--- src/rtl/pkt_framer_pkg.sv ---
// Shared types for the packet framer: check-method codes, frame field
// states and the CRC-8 step used by the check unit.
package pkt_framer_pkg;

    typedef enum logic [1:0] {
        CHK_SUM     = 2'd0,
        CHK_XOR     = 2'd1,
        CHK_CRC     = 2'd2,
        CHK_SUM_ALT = 2'd3
    } chk_mode_e;

    typedef enum logic [2:0] {
        ST_LOAD = 3'd0,
        ST_HDR  = 3'd1,
        ST_ADDR = 3'd2,
        ST_LEN  = 3'd3,
        ST_CMD  = 3'd4,
        ST_PAY  = 3'd5,
        ST_CHK  = 3'd6,
        ST_TRL  = 3'd7
    } fld_e;

    // One byte through an MSB-first, non-reflected CRC-8.
    function automatic logic [7:0] crc8_step(input logic [7:0] crc,
                                             input logic [7:0] data,
                                             input logic [7:0] poly);
        logic [7:0] c;
        c = crc ^ data;
        for (int b = 0; b < 8; b++) begin
            c = c[7] ? ((c << 1) ^ poly) : (c << 1);
        end
        return c;
    endfunction

endpackage

--- src/rtl/pkt_payload_buf.sv ---
// Payload store for the packet framer.
// Holds up to DEPTH bytes written in order from index 0. Assumes the writer
// never writes while full and that reads only use indices below count.
// A clear empties the store for the next frame.
module pkt_payload_buf #(
    parameter int DEPTH = 32,
    parameter int W     = 8,
    localparam int IW   = $clog2(DEPTH),
    localparam int CW   = $clog2(DEPTH + 1)
) (
    input  logic          clk,
    input  logic          rst_n,
    input  logic          clr,
    input  logic          wr_en,
    input  logic [W-1:0]  wr_data,
    input  logic [IW-1:0] rd_idx,
    output logic [W-1:0]  rd_data,
    output logic [CW-1:0] count,
    output logic          full
);

    logic [W-1:0] mem [DEPTH];

    // Store an accepted byte at the next free slot.
    always_ff @(posedge clk) begin
        if (wr_en) begin
            mem[count[IW-1:0]] <= wr_data;
        end
    end

    // Track how many bytes are held.
    always_ff @(posedge clk) begin
        if (!rst_n) begin
            count <= '0;
        end else if (clr) begin
            count <= '0;
        end else if (wr_en) begin
            count <= count + CW'(1);
        end
    end

    assign rd_data = mem[rd_idx];
    assign full    = (count == CW'(DEPTH));


    no_overfill_chk: assert property (@(posedge clk) disable iff (!rst_n)
        wr_en |-> !full);


    depth_bound_chk: assert property (@(posedge clk) disable iff (!rst_n)
        count <= CW'(DEPTH));

endmodule

--- src/rtl/pkt_check_unit.sv ---
// Running check value for the framer.
// Folds one byte per enable into an accumulator using the selected method
// (sum, XOR or CRC-8). Assumes clear and enable are never asserted together.
module pkt_check_unit
    import pkt_framer_pkg::*;
#(
    parameter logic [7:0] POLY = 8'h07
) (
    input  logic       clk,
    input  logic       rst_n,
    input  logic       clr,
    input  logic       en,
    input  chk_mode_e  mode,
    input  logic [7:0] din,
    output logic [7:0] acc
);

    logic [7:0] acc_nxt;

    // Next accumulator value for the selected method.
    always_comb begin
        case (mode)
            CHK_XOR: acc_nxt = acc ^ din;
            CHK_CRC: acc_nxt = crc8_step(acc, din, POLY);
            default: acc_nxt = acc + din;
        endcase
    end

    // Hold the running value; a clear restarts it at zero.
    always_ff @(posedge clk) begin
        if (!rst_n) begin
            acc <= '0;
        end else if (clr) begin
            acc <= '0;
        end else if (en) begin
            acc <= acc_nxt;
        end
    end


    clr_en_excl_chk: assert property (@(posedge clk) disable iff (!rst_n)
        !(clr && en));


    zero_byte_keep_chk: assert property (@(posedge clk) disable iff (!rst_n)
        (en && din == 8'h00 && mode != CHK_CRC) |=> $stable(acc));

endmodule

--- src/rtl/pkt_framer.sv ---
// Packet framer top.
// Collects a payload of up to DEPTH bytes, then emits a frame with optional
// start marker, optional address, length, command, payload, check byte
// and optional end marker. Assumes DEPTH + 6 fits in one length byte.
// Sideband options are latched when the payload closes.
module pkt_framer
    import pkt_framer_pkg::*;
#(
    parameter int         DEPTH      = 32,
    parameter logic [7:0] START_MARK = 8'hA5,
    parameter logic [7:0] END_MARK   = 8'h5A
) (
    input  logic       clk,
    input  logic       rst_n,
    input  logic       cfg_hdr_en,
    input  logic       cfg_addr_en,
    input  logic       cfg_trl_en,
    input  logic [1:0] cfg_chk_mode,
    input  logic [7:0] cmd_byte,
    input  logic [7:0] dst_addr,
    input  logic       in_valid,
    input  logic [7:0] in_data,
    input  logic       in_last,
    output logic       in_ready,
    output logic       out_valid,
    output logic [7:0] out_data,
    input  logic       out_ready,
    output logic       done
);

    localparam int IW = $clog2(DEPTH);
    localparam int CW = $clog2(DEPTH + 1);

    fld_e            state;
    logic            lat_hdr, lat_addr, lat_trl;
    chk_mode_e       lat_mode;
    logic [7:0]      lat_cmd, lat_dst;
    logic [IW-1:0]   rd_idx;
    logic [CW-1:0]   count;
    logic            full;
    logic [7:0]      pay_byte, chk_val, len_byte;
    logic            accept, load_end, fire, last_field, pay_last, covered;
    logic            done_q;

    assign in_ready   = (state == ST_LOAD) && !full;
    assign accept     = in_valid && in_ready;
    assign load_end   = accept && (in_last || count == CW'(DEPTH - 1));
    assign out_valid  = (state != ST_LOAD);
    assign fire       = out_valid && out_ready;
    assign last_field = (state == ST_TRL) || (state == ST_CHK && !lat_trl);
    assign pay_last   = (rd_idx == IW'(count - CW'(1)));
    assign covered    = (state == ST_ADDR) || (state == ST_LEN) ||
                        (state == ST_CMD)  || (state == ST_PAY);
    assign len_byte   = 8'(count) + 8'd3 + {7'd0, lat_hdr} +
                        {7'd0, lat_addr} + {7'd0, lat_trl};
    assign done       = done_q;

    pkt_payload_buf #(.DEPTH(DEPTH), .W(8)) i_buf (
        .clk     (clk),
        .rst_n   (rst_n),
        .clr     (fire && last_field),
        .wr_en   (accept),
        .wr_data (in_data),
        .rd_idx  (rd_idx),
        .rd_data (pay_byte),
        .count   (count),
        .full    (full)
    );

    pkt_check_unit #(.POLY(8'h07)) i_chk (
        .clk   (clk),
        .rst_n (rst_n),
        .clr   (load_end),
        .en    (fire && covered),
        .mode  (lat_mode),
        .din   (out_data),
        .acc   (chk_val)
    );

    // Field sequencer: latch sideband at payload close, step through fields.
    always_ff @(posedge clk) begin
        if (!rst_n) begin
            state    <= ST_LOAD;
            rd_idx   <= '0;
            lat_hdr  <= 1'b0;
            lat_addr <= 1'b0;
            lat_trl  <= 1'b0;
            lat_mode <= CHK_SUM;
            lat_cmd  <= '0;
            lat_dst  <= '0;
            done_q   <= 1'b0;
        end else begin
            done_q <= 1'b0;
            case (state)
                ST_LOAD: if (load_end) begin
                    lat_hdr  <= cfg_hdr_en;
                    lat_addr <= cfg_addr_en;
                    lat_trl  <= cfg_trl_en;
                    lat_mode <= chk_mode_e'(cfg_chk_mode);
                    lat_cmd  <= cmd_byte;
                    lat_dst  <= dst_addr;
                    rd_idx   <= '0;
                    state    <= cfg_hdr_en  ? ST_HDR  :
                                cfg_addr_en ? ST_ADDR : ST_LEN;
                end
                ST_HDR:  if (fire) state <= lat_addr ? ST_ADDR : ST_LEN;
                ST_ADDR: if (fire) state <= ST_LEN;
                ST_LEN:  if (fire) state <= ST_CMD;
                ST_CMD:  if (fire) state <= ST_PAY;
                ST_PAY:  if (fire) begin
                    if (pay_last) state  <= ST_CHK;
                    else          rd_idx <= rd_idx + IW'(1);
                end
                ST_CHK:  if (fire) begin
                    if (lat_trl) begin
                        state <= ST_TRL;
                    end else begin
                        state  <= ST_LOAD;
                        done_q <= 1'b1;
                    end
                end
                ST_TRL:  if (fire) begin
                    state  <= ST_LOAD;
                    done_q <= 1'b1;
                end
                default: state <= ST_LOAD;
            endcase
        end
    end

    // Select the byte for the current field.
    always_comb begin
        case (state)
            ST_HDR:  out_data = START_MARK;
            ST_ADDR: out_data = lat_dst;
            ST_LEN:  out_data = len_byte;
            ST_CMD:  out_data = lat_cmd;
            ST_PAY:  out_data = pay_byte;
            ST_CHK:  out_data = chk_val;
            ST_TRL:  out_data = END_MARK;
            default: out_data = 8'h00;
        endcase
    end


    no_load_while_emit_chk: assert property (@(posedge clk) disable iff (!rst_n)
        !(in_ready && out_valid));


    hold_on_stall_chk: assert property (@(posedge clk) disable iff (!rst_n)
        (out_valid && !out_ready) |=> (out_valid && $stable(out_data)));


    done_after_fire_chk: assert property (@(posedge clk) disable iff (!rst_n)
        done |-> ($past(fire) && !out_valid));


    done_single_chk: assert property (@(posedge clk) disable iff (!rst_n)
        done |=> !done);

endmodule

--- config.mk ---
export PLATFORM = sky130hd
export DESIGN_NAME = pkt_framer
export DESIGN_NICKNAME = d
export VERILOG_FILES = /design/src/rtl/pkt_framer_pkg.sv /design/src/rtl/pkt_payload_buf.sv /design/src/rtl/pkt_check_unit.sv /design/src/rtl/pkt_framer.sv
export SDC_FILE = /design/constraint.sdc
export NUM_CORES = 1
export LEC_CHECK = 0
export BUFFER_PORTS_ARGS = -buffer_cell sky130_fd_sc_hd__buf_2
export CELL_PAD_IN_SITES_DETAIL_PLACEMENT = 2
export CELL_PAD_IN_SITES_GLOBAL_PLACEMENT = 2
export CORE_ASPECT_RATIO = 0.5
export CORE_MARGIN = 2
export CORE_UTILIZATION = 42
export DETAILED_ROUTE_END_ITERATION = 10
export HOLD_SLACK_MARGIN = 0.15
export PLACE_DENSITY = 0.83
export SLEW_MARGIN = 40
export SYNTH_ARGS = -nofsm -noshare
export SYNTH_HDL_FRONTEND = slang
export SYNTH_SLANG_ARGS = --single-unit
--- constraint.sdc ---
create_clock -name clk -period 4.1 [get_ports clk]
set_input_delay 0 -clock clk [delete_from_list [all_inputs] [get_ports clk]]
set_output_delay 0 -clock clk [all_outputs]
set_load 0.02 [all_outputs]
==> qor.yml <==
outcome: "finished with violations"
failed_checks: "negative setup slack"
h-tree-depth: 1
yosysUniqueCellTypes: 62
die_area_um2: 32880
final-hold-violation-count: 0
fin_area_um2: 16280
postSynthCellCount: 819
cp_data_required_time_ns: 4.59
dpl.cell_count: 1315
gr-total-overflow: 0
ant_nets: 0
nNetsFinal: 1046
gr-max-usage-layer: "met2"
relSlewSlack: 0.4290
whs_ns: 0.2027
arrival_ns: 4.93
drc: 0
clock_sinks: 305
synthTopCellsByArea: "edfxtp_1 (58%), mux4_2 (13%), dfxtp_1 (7.4%), nor2_1 (2.7%), mux2i_1 (2.4%)"
drive_above_1_share: 0.3227
wire_per_inst_um: 42.27
reg2reg_depth: 17
synth_flop_cell: "edfxtp_1"
hold_path.startpoint: "dst_addr[3]"
clk_pin_slew_ns: 0.08
antenna_found_initial: 1
worst_slack_ns: -0.3377
nFillCells: 2717
min_to: "lat_dst[3]"
rsz0062_at_grt: "yes"
setup_viol: 8
syn_area_per_cell_um2: 16.08
yosys.area.top_type_share: 0.5837
dpl.hpwl_mm: 29.30
peakVddDrop_v: 0.0003466
multi_input_area_um2: 4547
max_freq_ghz: 0.2253
global_route.usage.met2: 0.5560
yosys_warnings: 0
synth_top_area_cell: "edfxtp_1"
cts_tree: "built"
yosysSeqAreaShare: 0.6582
power.density_nw_per_um2: 475.1
dpl_cell_area_um2: 14300
r2r-end: "i_chk.acc[7]"
numPortBuffers: 44
drtIter0Drc: 1563
wirelength_mm: 60.50
met3_usage: 0.07051
cp_max_fo: 4
critPathLaunchType: "flop"
netlist_area_um2: 13170
async_flop_share: 0
cts_root_buf: "clkbuf_16"
grt_pass1_vias: 9767
coreArea_um2: 30570
via_per_inst: 6.645
maxCapViolations: 0
grt_pass1_wl_mm: 76.89
initial_core_util: 0.4308
path_class: "reg -> reg"
first_pass_iters: 5
finalCriticalPeriod_ns: 4.438
crit_path_end_kind: "flop"
drv_slew: 0
fin_skew_ns: 0.03923
row_count: 45
dieHeight_um: 129.2
ys_seq_elements: 305
final_cells: 1431
hp-class: "in -> reg"
postSynthNetCount: 879
io_pins: 45
synthToLayoutAreaGrowth_pct: 23.62
finalCritPeriodShare: 1.082
grt_max_degree: 33
regArea_um2: 8676
die_w_um: 254.4
worst_pin_slew_ns: 0.8555
clk_path_buf_depth: 3
leakagePower_nw: 5.499
min_path_cells: 4
vias: 9509
clock_latency_ns: 0.61
gp_congestion: 0.8441
use_met1: 0.4400
r2r_slack_ns: -0.34
synth-edff-count: 256
cts_made_buffers: 29
grt_usage: 0.3357
[cells in the mapped netlist, drive strengths merged, types with 2 or more instances]
cell type and count:
nand3 9, mux2 6, edfxtp 256, a22oi 5, xor2 13, a211o 3, nor3b 5, nor2 94
nor3 6, fa 3, o21ai 25, inv 25, a41oi 2, a21o 6, nor2b 7, ha 23
or3 7, a31oi 5, a31o 2, a21oi 28, o22ai 3, o21a 2, o2111ai 2, xnor2 17
mux2i 31, nand2b 5, buf 20, nand2 26, a221oi 6, o31ai 2, dfxtp 49, a211oi 8
clkbuf 21, nand4 4, and2 2, mux4 76
[timing repair]
action,4_1_cts,5_1_grt
resized for setup,39,45
endpoints found under the hold margin,292,0
setup endpoints to repair,8,8
pin swaps,15,24
setup buffers,12,13
cloned,1,0
hold buffers,39,0
[metal layers]
layer	wire length, um	part of all wire	vias up
met4	3685	0.061	0
met5	0	0	-
met1	22610	0.37	4971
li1	-	-	3526
met2	27840	0.46	787
met3	6355	0.11	225
[metrics by stage]
stage            util  setup slack [ns]  TNS [ns]  power, mW
2_1_floorplan       -          0.002973         0      4.046
3_3_place_gp   0.4678          -0.03830  -0.03830      4.324
3_5_place_dp   0.4678           -0.3288   -0.7619      4.399
4_1_cts        0.5221         0.0004343         0      7.422
5_1_grt        0.5324           -0.3713    -1.257      7.843
6_report       0.5325           -0.3377    -1.132      7.734
[logic make-up (layout without fill, tap and decap cells)]
| group | Yosys count | in the layout | synth area share |
|---|---|---|---|
| mux | 113 | 113 | 0.1587 |
| other cells | 0 | 1 | 0 |
| compound gates | 108 | 108 | 0.05444 |
| buf+inv | 66 | 254 | 0.02223 |
| simple gates | 170 | 170 | 0.05843 |
| fa+ha+maj | 26 | 26 | 0.02641 |
| xor+xnor | 31 | 31 | 0.02166 |
| flops | 305 | 305 | 0.6582 |
[layout by cell type, fill, tap and decap left out, types with 8 or more instances in the layout]
cell type,count
dfxtp_1,45
mux4_2,76
clkbuf_16,29
xor2_1,13
xnor2_1,15
ha_1,14
inv_1,20
dlygate4sd3_1,39
buf_2,44
o21ai_2,8
nand2_1,26
o21ai_0,10
nor2_1,92
edfxtp_1,256
buf_4,82
nand3_1,8
a21oi_1,22
mux2i_1,25
[state kept, by name (all words and copies together) (netlist names), named ones only]
name,count
lat_hdr,1
lat_addr,1
rd_idx,5
state,3
done,1
i_buf.mem,256
i_buf.count,6
lat_dst,8
i_chk.acc,8
lat_mode,2
lat_trl,1
lat_cmd,8
[report_power, final]
group          switching (mW)  internal [mW]
registers              0.0656           3.41
clock network            1.44           1.63
logic                   0.718          0.471
total                    2.23           5.51
[layout make-up]
class / count / area share
Antenna cell: 1 / 0.0001537
Clock buffer: 35 / 0.04596
Clock inverter: 17 / 0.01406
Inverter: 25 / 0.005764
Multi-Input combinational cell: 448 / 0.2793
Sequential cell: 305 / 0.5329
Tap cell: 423 / 0.03251
Timing Repair Buffer: 177 / 0.08938
[how the worst max path moves through the flow]
stage             from           end  slack (ns)
2_1_floorplan     flop  i_chk.acc[7]       0.003
3_5_place_dp   lat_trl  i_chk.acc[7]       -0.33
6_report          flop  i_chk.acc[7]       -0.34
3_3_place_gp      flop  i_chk.acc[6]       -0.04
4_1_cts           flop  i_chk.acc[7]      0.0004
5_1_grt           flop  i_chk.acc[7]       -0.37
[worst max-delay path: stages (launching register included)]
cell and delay (ns):
dfxtp_4 0.42, buf_4 0.18, mux4_2 0.54, mux4_2 0.53, mux2i_4 0.29, a21oi_4 0.11, a22oi_2 0.31, inv_2 0.11
ha_4 0.24, a211oi_4 0.27, nor2_2 0.10, buf_4 0.15, o211ai_1 0.30, nand2_1 0.16, o21ai_2 0.11, o221ai_1 0.17
o21ai_1 0.19, o21ai_1 0.11
No activity file was read; power rests on OpenSTA's default activity.
